## config.mk

```make
export PLATFORM = sky130hd
export DESIGN_NAME = ls_align_unit
export DESIGN_NICKNAME = d
export VERILOG_FILES = /design/src/rtl/ls_align_pkg.sv /design/src/rtl/ls_decode.sv /design/src/rtl/ls_load_align.sv /design/src/rtl/ls_store_align.sv /design/src/rtl/ls_align_unit.sv
export SDC_FILE = /design/constraint.sdc
export NUM_CORES = 1
export LEC_CHECK = 0
export ABC_AREA = 1
export ABC_CLOCK_PERIOD_IN_PS = 5100
export BUFFER_PORTS_ARGS = -buffer_cell sky130_fd_sc_hd__buf_4
export CAP_MARGIN = 0
export CORE_ASPECT_RATIO = 2
export CORE_UTILIZATION = 57
export DETAILED_ROUTE_END_ITERATION = 8
export PLACE_DENSITY_LB_ADDON = 0.1
export SLEW_MARGIN = 10
export SYNTH_ARGS = -nofsm -noshare
export SYNTH_HDL_FRONTEND = slang
export SYNTH_HIERARCHICAL = 1
export SYNTH_SLANG_ARGS = --single-unit
```

## constraint.sdc

```tcl
create_clock -name clk_i -period 5.1 [get_ports clk_i]
set_clock_uncertainty 0.15 [all_clocks]
set_input_delay 0 -clock clk_i [delete_from_list [all_inputs] [get_ports clk_i]]
set_output_delay 0 -clock clk_i [all_outputs]
set_load 0.05 [all_outputs]
```

## src/rtl/ls_align_pkg.sv

```systemverilog
package ls_align_pkg;
  localparam int XLEN  = 32;
  localparam int IMM_W = 16;
  localparam int REG_W = 5;
  localparam int OP_W  = 6;

  typedef enum logic [OP_W-1:0] {
    OP_LB  = 6'h20, OP_LH  = 6'h21, OP_LW  = 6'h23, OP_LBU = 6'h24,
    OP_LHU = 6'h25, OP_LF  = 6'h26, OP_LD  = 6'h27, OP_SB  = 6'h28,
    OP_SH  = 6'h29, OP_SW  = 6'h2B, OP_SF  = 6'h2E, OP_SD  = 6'h2F
  } ls_op_e;

  typedef enum logic [1:0] {SZ_B, SZ_H, SZ_W, SZ_D} ls_size_e;

  typedef struct packed {
    logic     valid;
    logic     store;
    logic     uns;
    logic     fp;
    ls_size_e size;
  } ls_ctrl_t;
endpackage

```

## src/rtl/ls_decode.sv

```systemverilog
module ls_decode
  import ls_align_pkg::*;
(
  input  logic [XLEN-1:0]  instr_i,
  input  logic [XLEN-1:0]  base_i,
  output ls_ctrl_t         ctrl_o,
  output logic [REG_W-1:0] rd_o,
  output logic [XLEN-1:0]  ea_o
);
  localparam int OP_LSB  = XLEN - OP_W;
  localparam int RD_LSB  = IMM_W;

  logic [OP_W-1:0] op;
  logic [IMM_W-1:0] imm;

  assign op   = instr_i[XLEN-1:OP_LSB];
  assign rd_o = instr_i[RD_LSB+REG_W-1:RD_LSB];
  assign imm  = instr_i[IMM_W-1:0];
  assign ea_o = base_i + {{(XLEN-IMM_W){imm[IMM_W-1]}}, imm};

  always_comb begin
    ctrl_o = '{valid: 1'b1, store: 1'b0, uns: 1'b0, fp: 1'b0, size: SZ_W};
    unique case (op)
      OP_LB:  ctrl_o.size = SZ_B;
      OP_LBU: begin ctrl_o.size = SZ_B; ctrl_o.uns = 1'b1; end
      OP_LH:  ctrl_o.size = SZ_H;
      OP_LHU: begin ctrl_o.size = SZ_H; ctrl_o.uns = 1'b1; end
      OP_LW:  ctrl_o.size = SZ_W;
      OP_LF:  ctrl_o.fp = 1'b1;
      OP_LD:  begin ctrl_o.size = SZ_D; ctrl_o.fp = 1'b1; end
      OP_SB:  begin ctrl_o.size = SZ_B; ctrl_o.store = 1'b1; end
      OP_SH:  begin ctrl_o.size = SZ_H; ctrl_o.store = 1'b1; end
      OP_SW:  ctrl_o.store = 1'b1;
      OP_SF:  begin ctrl_o.store = 1'b1; ctrl_o.fp = 1'b1; end
      OP_SD:  begin ctrl_o.size = SZ_D; ctrl_o.store = 1'b1; ctrl_o.fp = 1'b1; end
      default: ctrl_o.valid = 1'b0;
    endcase
  end
endmodule

```

## src/rtl/ls_load_align.sv

```systemverilog
module ls_load_align
  import ls_align_pkg::*;
#(
  parameter int W = XLEN
) (
  input  logic [W-1:0]             rdata_i,
  input  ls_size_e                 size_i,
  input  logic                     uns_i,
  input  logic [$clog2(W/8)-1:0]   lane_i,
  output logic [W-1:0]             data_o
);
  localparam int NB = W / 8;
  localparam int LW = $clog2(NB);

  logic [LW-1:0] inv_lane;
  logic [7:0]    byte_v;
  logic [15:0]   half_v;

  // big-endian: lane 0 is the most significant byte
  assign inv_lane = ~lane_i;
  assign byte_v   = 8'(rdata_i >> {inv_lane, 3'b000});
  assign half_v   = 16'(rdata_i >> {inv_lane[LW-1:1], 4'b0000});

  always_comb begin
    unique case (size_i)
      SZ_B:    data_o = {{(W-8){~uns_i & byte_v[7]}}, byte_v};
      SZ_H:    data_o = {{(W-16){~uns_i & half_v[15]}}, half_v};
      default: data_o = rdata_i;
    endcase
  end
endmodule

```

## src/rtl/ls_store_align.sv

```systemverilog
module ls_store_align
  import ls_align_pkg::*;
#(
  parameter int W = XLEN
) (
  input  logic                     en_i,
  input  logic [W-1:0]             data_i,
  input  ls_size_e                 size_i,
  input  logic [$clog2(W/8)-1:0]   lane_i,
  output logic [W-1:0]             wdata_o,
  output logic [W/8-1:0]           be_o
);
  localparam int NB = W / 8;
  localparam int LW = $clog2(NB);

  always_comb begin
    if (!en_i)                wdata_o = '0;
    else if (size_i == SZ_B)  wdata_o = {NB{data_i[7:0]}};
    else if (size_i == SZ_H)  wdata_o = {(NB/2){data_i[15:0]}};
    else                      wdata_o = data_i;
  end

  for (genvar i = 0; i < NB; i++) begin : g_lane
    localparam logic [LW-1:0] POS = LW'(NB - 1 - i);
    logic hit;
    always_comb begin
      unique case (size_i)
        SZ_B:    hit = (lane_i == POS);
        SZ_H:    hit = (lane_i[LW-1] == POS[LW-1]);
        default: hit = 1'b1;
      endcase
    end
    assign be_o[i] = en_i & hit;
  end
endmodule

```

## src/rtl/ls_align_unit.sv

```systemverilog
module ls_align_unit
  import ls_align_pkg::*;
(
  input  logic        clk_i,
  input  logic        rst_ni,
  input  logic        req_i,
  input  logic [31:0] instr_i,
  input  logic [31:0] rs1_val_i,
  input  logic [31:0] st_even_i,
  input  logic [31:0] st_odd_i,
  output logic        ready_o,
  output logic [31:0] mem_addr_o,
  output logic        mem_re_o,
  output logic        mem_we_o,
  output logic [3:0]  mem_be_o,
  output logic [31:0] mem_wdata_o,
  input  logic [31:0] mem_rdata_i,
  output logic        wb_we_o,
  output logic        wb_fp_o,
  output logic [4:0]  wb_rd_o,
  output logic [31:0] wb_data_o
);
  localparam int NB = XLEN / 8;
  localparam int LW = $clog2(NB);

  ls_ctrl_t         ctrl;
  logic [REG_W-1:0] rd;
  logic [XLEN-1:0]  ea;
  logic [XLEN-1:0]  ld_data;
  logic [XLEN-1:0]  st_data;
  logic [NB-1:0]    st_be;
  logic             live;
  logic             st_live;
  logic             is_dbl;

  logic             beat1_q;
  logic             store_q;
  logic [XLEN-1:0]  addr_q;
  logic [XLEN-1:0]  odd_q;
  logic [REG_W-1:0] rd_q;

  ls_decode u_dec (
    .instr_i (instr_i),
    .base_i  (rs1_val_i),
    .ctrl_o  (ctrl),
    .rd_o    (rd),
    .ea_o    (ea)
  );

  assign live    = req_i & ~beat1_q & ctrl.valid;
  assign st_live = live & ctrl.store;
  assign is_dbl  = ctrl.size == SZ_D;

  ls_load_align #(.W(XLEN)) u_ld (
    .rdata_i (mem_rdata_i),
    .size_i  (ctrl.size),
    .uns_i   (ctrl.uns),
    .lane_i  (ea[LW-1:0]),
    .data_o  (ld_data)
  );

  ls_store_align #(.W(XLEN)) u_st (
    .en_i    (st_live),
    .data_i  (st_even_i),
    .size_i  (ctrl.size),
    .lane_i  (ea[LW-1:0]),
    .wdata_o (st_data),
    .be_o    (st_be)
  );

  // second beat of a double: state captured at beat 0
  always_ff @(posedge clk_i or negedge rst_ni) begin
    if (!rst_ni) begin
      beat1_q <= 1'b0;
      store_q <= 1'b0;
      addr_q  <= '0;
      odd_q   <= '0;
      rd_q    <= '0;
    end else begin
      beat1_q <= live & is_dbl;
      if (live & is_dbl) begin
        store_q <= ctrl.store;
        addr_q  <= ea + XLEN'(NB);
        odd_q   <= st_odd_i;
        rd_q    <= {rd[REG_W-1:1], 1'b1};
      end
    end
  end

  assign ready_o = ~beat1_q;

  always_comb begin
    if (beat1_q) begin
      mem_addr_o  = addr_q;
      mem_re_o    = ~store_q;
      mem_we_o    = store_q;
      mem_be_o    = {NB{store_q}};
      mem_wdata_o = store_q ? odd_q : '0;
      wb_we_o     = ~store_q;
      wb_fp_o     = 1'b1;
      wb_rd_o     = rd_q;
      wb_data_o   = mem_rdata_i;
    end else begin
      mem_addr_o  = ea;
      mem_re_o    = live & ~ctrl.store;
      mem_we_o    = st_live;
      mem_be_o    = st_be;
      mem_wdata_o = st_data;
      wb_we_o     = live & ~ctrl.store & (ctrl.fp | (rd != '0));
      wb_fp_o     = ctrl.fp;
      wb_rd_o     = is_dbl ? {rd[REG_W-1:1], 1'b0} : rd;
      wb_data_o   = ld_data;
    end
  end

  assert_r0_write_R6: assert property (@(posedge clk_i) disable iff (!rst_ni)
    (wb_we_o && !wb_fp_o) |-> (wb_rd_o != '0));

  assert_one_dir_R2: assert property (@(posedge clk_i) disable iff (!rst_ni)
    !(mem_re_o && mem_we_o));

  assert_be_shape_R7: assert property (@(posedge clk_i) disable iff (!rst_ni)
    mem_we_o |-> ($countones(mem_be_o) == 1 || $countones(mem_be_o) == 2
                  || $countones(mem_be_o) == 4));

  assert_idle_lanes_R9: assert property (@(posedge clk_i) disable iff (!rst_ni)
    !mem_we_o |-> (mem_be_o == '0 && mem_wdata_o == '0));

  assert_beat1_addr_R8: assert property (@(posedge clk_i) disable iff (!rst_ni)
    !ready_o |-> (mem_addr_o == $past(mem_addr_o) + 32'd4));

  assert_beat1_reg_R8: assert property (@(posedge clk_i) disable iff (!rst_ni)
    (!ready_o && wb_we_o) |-> (wb_rd_o == ($past(wb_rd_o) | 5'd1)));

  assert_one_beat_R8: assert property (@(posedge clk_i) disable iff (!rst_ni)
    !ready_o |=> ready_o);
endmodule

```

# Word-level counts from Yosys, hierarchy flattened
# Index checks and enable logic that the tools add are counted.
# W data, S select, Z words.
word_totals:
  ff_bits: 71
  inputBits: 163
  output_inout_bits: 110
op_classes:
  n_addsub: 2
  n_eq_ne: 17
  shift: 2
  mux: 24
  n_bitwise: 19
  reduce_logical: 10
op_table:
  columns: ["op", "n"]
  rows:
  - ["$mux W32", 7]
  - ["$eq A6 B6 Y1 const B", 12]
  - ["$pmux W32 S2", 1]
  - ["$add A32 B3 Y32 const B", 1]
  - ["$add A32 B32 Y32", 1]
  - ["$shr A32 B5 Y16", 1]
  - ["$shr A32 B5 Y8", 1]
  - ["$and A1 B1 Y1", 12]
  - ["$reduce_or A12 Y1", 1]
  - ["$mux W1", 9]
  - ["$pmux W1 S2", 4]
  - ["$eq A2 B2 Y1 const B", 3]
  - ["$pmux W2 S3", 1]
  - ["$reduce_or A3 Y1", 2]
  - ["$mux W5", 1]
  - ["$not A1 Y1", 5]
  - ["$reduce_bool A5 Y1", 1]
  - ["$reduce_or A5 Y1", 1]
  - ["$eq A2 B1 Y1 const B", 2]
  - ["$logic_not A2 Y1", 2]
  - ["$mux W4", 1]
  - ["$reduce_or A2 Y1", 2]
  - ["$reduce_or A4 Y1", 1]
  - ["$not A2 Y2", 1]
  - ["$or A1 B1 Y1", 1]

# Depth between registers and ports, before layout
depth:
  ltp_word: 8
  ltp_mapped: 20

# Cells and area by module
# The synthesis kept the hierarchy.
by_module_without_submodules:
  columns: ["module", "n_inst", "cells_each", "area_each_um2", "seq_area_each_um2"]
  rows:
  - ["ls_align_unit", 1, 789, 4773.3, 1776.7]
  - ["ls_decode", 1, 522, 2511.2, 0.0]
  - ["ls_load_align", 1, 153, 842.1, 0.0]
  - ["ls_store_align", 1, 124, 574.3, 0.0]

# Worst setup path after synthesis
# OpenSTA, ideal clock, no wires.
synth_timing:
  path_type: "input port to output port"
  startpoint: "input instr_i[0]"
  endpoint: "output mem_addr_o[12]"
  arrival_ns: 2.492
  required_ns: 4.950
  path_slack_ns: 2.458
  stages: 11
  path_cell_list: "ha_1 > fa_1 > nand3_1 > nand3_2 > nand2_1 > nand2_2 > nand2_1 > nand2_2 > xor2_1 > inv_1 > o21ai_0"
synth_via:
  elab_chain_cells: 2
synth_rtl:
  columns: ["element", "line", "rtl"]
  rows:
  - ["start: declaration", "ls_align_unit.sv:7", "input logic [31:0] instr_i,"]
  - ["$add A32 B32 Y32", "ls_decode.sv:19", "assign ea_o = base_i + {{(XLEN-IMM_W){imm[IMM_W-1]}}, imm};"]
  - ["named net ea[12]", "ls_align_unit.sv:28", "logic [XLEN-1:0] ea;"]
  - ["$mux W32", "ls_align_unit.sv:93", "if (beat1_q) begin"]
  - ["end: declaration", "ls_align_unit.sv:12", "output logic [31:0] mem_addr_o,"]
# The timed path passes the listed nets, and every way through them passes these cells.

==> results.toml <==
[cts]
clockBufferDepth = 2
cts.root.buffer_cell = "clkbuf_16"
cts_buffers = 9
worst_skew_pair.late_latency_ns = 0.34
cts_sinks = 71
htree_levels = 3
cts_tree = "done"
path_clk_slew_ns = 0.06

[critical_path]
crit_family = "simple AND/OR/NAND/NOR gates"
cpPeakStageDelay_ns = 0.64
cp_slowest_cell = "o21ai_4"
crit_path_max_fanout = 33
crit_path_frequent_cell = "nand2_1"
worstSetupPathType = "in2out"
path_buf_inv = 7
critical_path.cell_chain = "buf_4 > inv_1 > or2_1 > inv_1 > nand3_1 > inv_2 > nand2_1 > nand2_1 > o21ai_4 > buf_4 > nor2_8 > inv_1 > nand2_1 > a21oi_1 > nand2_1 > nand2_1 > buf_4"
start_kind = "input pin"
crit_required_ns = 4.95
arrival_ns = 3.44
cp-end-kind = "output pin"

[sta]
hold_violations = 0
setup_violations = 0
max_freq_mhz = 279
rsz0062_at_grt = "no"
period_share_pct = 70.4
relSlewSlack_pct = 19.7
fin_ws_ns = 1.51
min_period_ns = 3.59
timing.setup.tns_ns = 0
tightest_slew_ns = 1.21
hold_ws_ns = 0.0146
drv_slew = 0

[synthesis]
synth-seq-cells = 71
synth_xor_area_share_pct = 2.11
synth_top_cell_by_area = "nand2_1"
synth-main-ff-cell = "dfrtp_1"
syn-cell-area_sq_um = 8700
ys_warn_count = 6
synth.avg_cell_area_sq_um = 5.48
synthSimpleGateAreaFrac_pct = 52.6
synth.top_cell.area_share_pct = 35.0
synth_seq_area_share_pct = 20.4
synth_top_family_by_area = "simple AND/OR/NAND/NOR gates"
ys_top_cells_by_area = "nand2_1 35%, dfrtp_1 20%, inv_1 8.0%, nand3_1 6.6%, ha_1 4.6%"
synth_cell_type_count = 38
syn-instance-count = 1588
muxShareOfSynthArea_pct = 0
syn_nets = 1784
synth_edf_count = 0
synth_compound_area_share_pct = 7.48
yosys.area_share.adder_pct = 4.83
async_reset_ff_share_pct = 100

[run_status]
status = "finished, final reports clean"

[floorplan]
ios = 273
die_w_um = 89.4
core_area_sq_um = 14900
die-area_sq_um = 15800
initial_core_util_pct = 58.4
rows = 63
die_y_um = 177

[detailed_routing]
drtIter0Drc = 805
via_per_inst = 5.42
vias = 11088
drtPass1Iterations = 9
wl_um = 32000
drc = 0
antenna_left = 0
wl_per_cell_um = 15.6

[finish]
areaGrowthSynthToFinish_pct = 30.4
final_cells = 2046
n_fill_cell = 1235
n_antenna_cell = 0
nets = 2043
final_layout_size_suffix_gt1_share_pct = 19.7

[min_path]
hold_class = "in2reg"

[grt]
grt_pass1_vias = 10578
grt_pass1_wl_um = 49500
globalRouteOverflowTotal = 0
grt_util_all_layers_pct = 41.1
antenna_found_initial = 0
grt_max_degree = 96

[flow_run]
maxCapViolCount = 0

[pwr]
peakVddDrop_uv = 149
power_density_nw_per_um2 = 239
p_total_mw = 2.71
p_leak_nw = 6.91

[placed_design]
dp_cells = 1994
gp_congestion = 0.930
dp_hpwl_um = 23200
pre_cts_slack_ns = 1.62
portBuffers = 267
-- worst reg2reg max path: cells and delay by family, from the launching register on --
family,cells,cell delay [ns]
flops,1,0.66
buf+inv,3,1.14
simple gates,4,0.47
-- path summary, 6_finish.rpt --
| kind | cells after the start | endpoint | from | slack (ns) |
|---|---|---|---|---|
| max | 17 | mem_wdata_o[15] | instr_i[31] | 1.51 |
| min | 5 | store_q | instr_i[29] | 0.01 |
| max reg2reg | 7 | odd_q[3] | beat1_q | 2.63 |
| min reg2reg | 2 | rd_q[0] | rd_q[0] | 0.32 |
| max in group asynchronous | 2 | beat1_q | rst_ni | 3.85 |
| min in group asynchronous | 2 | rd_q[4] | rst_ni | 0.21 |
-- power breakdown --
group          internal [mW]  total [mW]  switching (mW)
Clock                  0.440       0.691           0.252
Sequential             0.652       0.707          0.0547
Combinational          0.427        1.31           0.884
-- layout by cell type, fill, tap and decap left out, drive strengths merged --
cell / count
xor2: 19
nand3: 140
nor2: 90
buf: 274
o211ai: 8
inv: 195
dlygate4sd3: 37
bufinv: 2
clkbuf: 10
clkinvlp: 1
clkinv: 1
ha: 32
nand2: 834
and2: 3
xnor2: 2
o21ai: 62
o21bai: 2
fa: 1
dfrtp: 71
a21oi: 48
o2111ai: 1
a2111oi: 1
nor3: 7
a21o: 1
or2: 4
nand4: 5
-- area by class of cell --
| cell class | count | area, sq um | area share (%) |
|---|---|---|---|
| Clock buffer | 10 | 239 | 2.11 |
| Clock inverter | 5 | 81.3 | 0.717 |
| Inverter | 194 | 733 | 6.46 |
| Multi-Input combinational cell | 1260 | 5840 | 51.5 |
| Sequential cell | 71 | 1780 | 15.7 |
| Tap cell | 195 | 244 | 2.15 |
| Timing Repair Buffer | 311 | 2430 | 21.4 |
-- sequential cells by signal, summed over array words and instances (netlist names) --
register and cells:
rd_q 5, store_q 1, odd_q 32, beat1_q 1
addr_q 32
-- routing by layer --
metal  GRT usage, %  part of all wire, %  up-vias
met5              0                    0        -
met4           34.6                  9.3        0
met3           8.07                  6.9      191
met2           73.6                   52      540
met1           38.1                   32     4967
li1               -                    -     5390
-- synth_stat cells, drive strengths merged (2+ instances only) --
cell and n:
o211ai 8, nand2 834, a21oi 48, buf 46, dfrtp 71, nand3 140, ha 32, xor2 19
inv 194, o21ai 62, nor3 7, xnor2 2, nor2 90, and2 3, or2 4, nand4 5
clkbuf 17, o21bai 2
-- through the flow --
step | area (sq um) | util, %
floorplan | 8700 | -
global placement | 10700 | 71.5
detailed placement | 10700 | 71.5
CTS | 11300 | 76.2
global route | 11300 | 76.2
finish | 11300 | 76.2
-- logic make-up (layout without fill, tap and decap cells) --
| family | Yosys count | count (layout) |
|---|---|---|
| AND/OR/NAND/NOR | 1083 | 1083 |
| buffers and inverters | 257 | 520 |
| flip-flops | 71 | 71 |
| AO/OA/AOI/OAI | 123 | 123 |
| adder cells (fa/ha/maj) | 33 | 33 |
| XOR/XNOR | 21 | 21 |
-- repair_timing --
item / CTS / global route
hold endpoints to repair: 107 / 0
buffers inserted: 0 / 0
resized for setup: 0 / 0
hold buffers: 37 / 0
No activity file was read; power rests on OpenSTA's default activity.
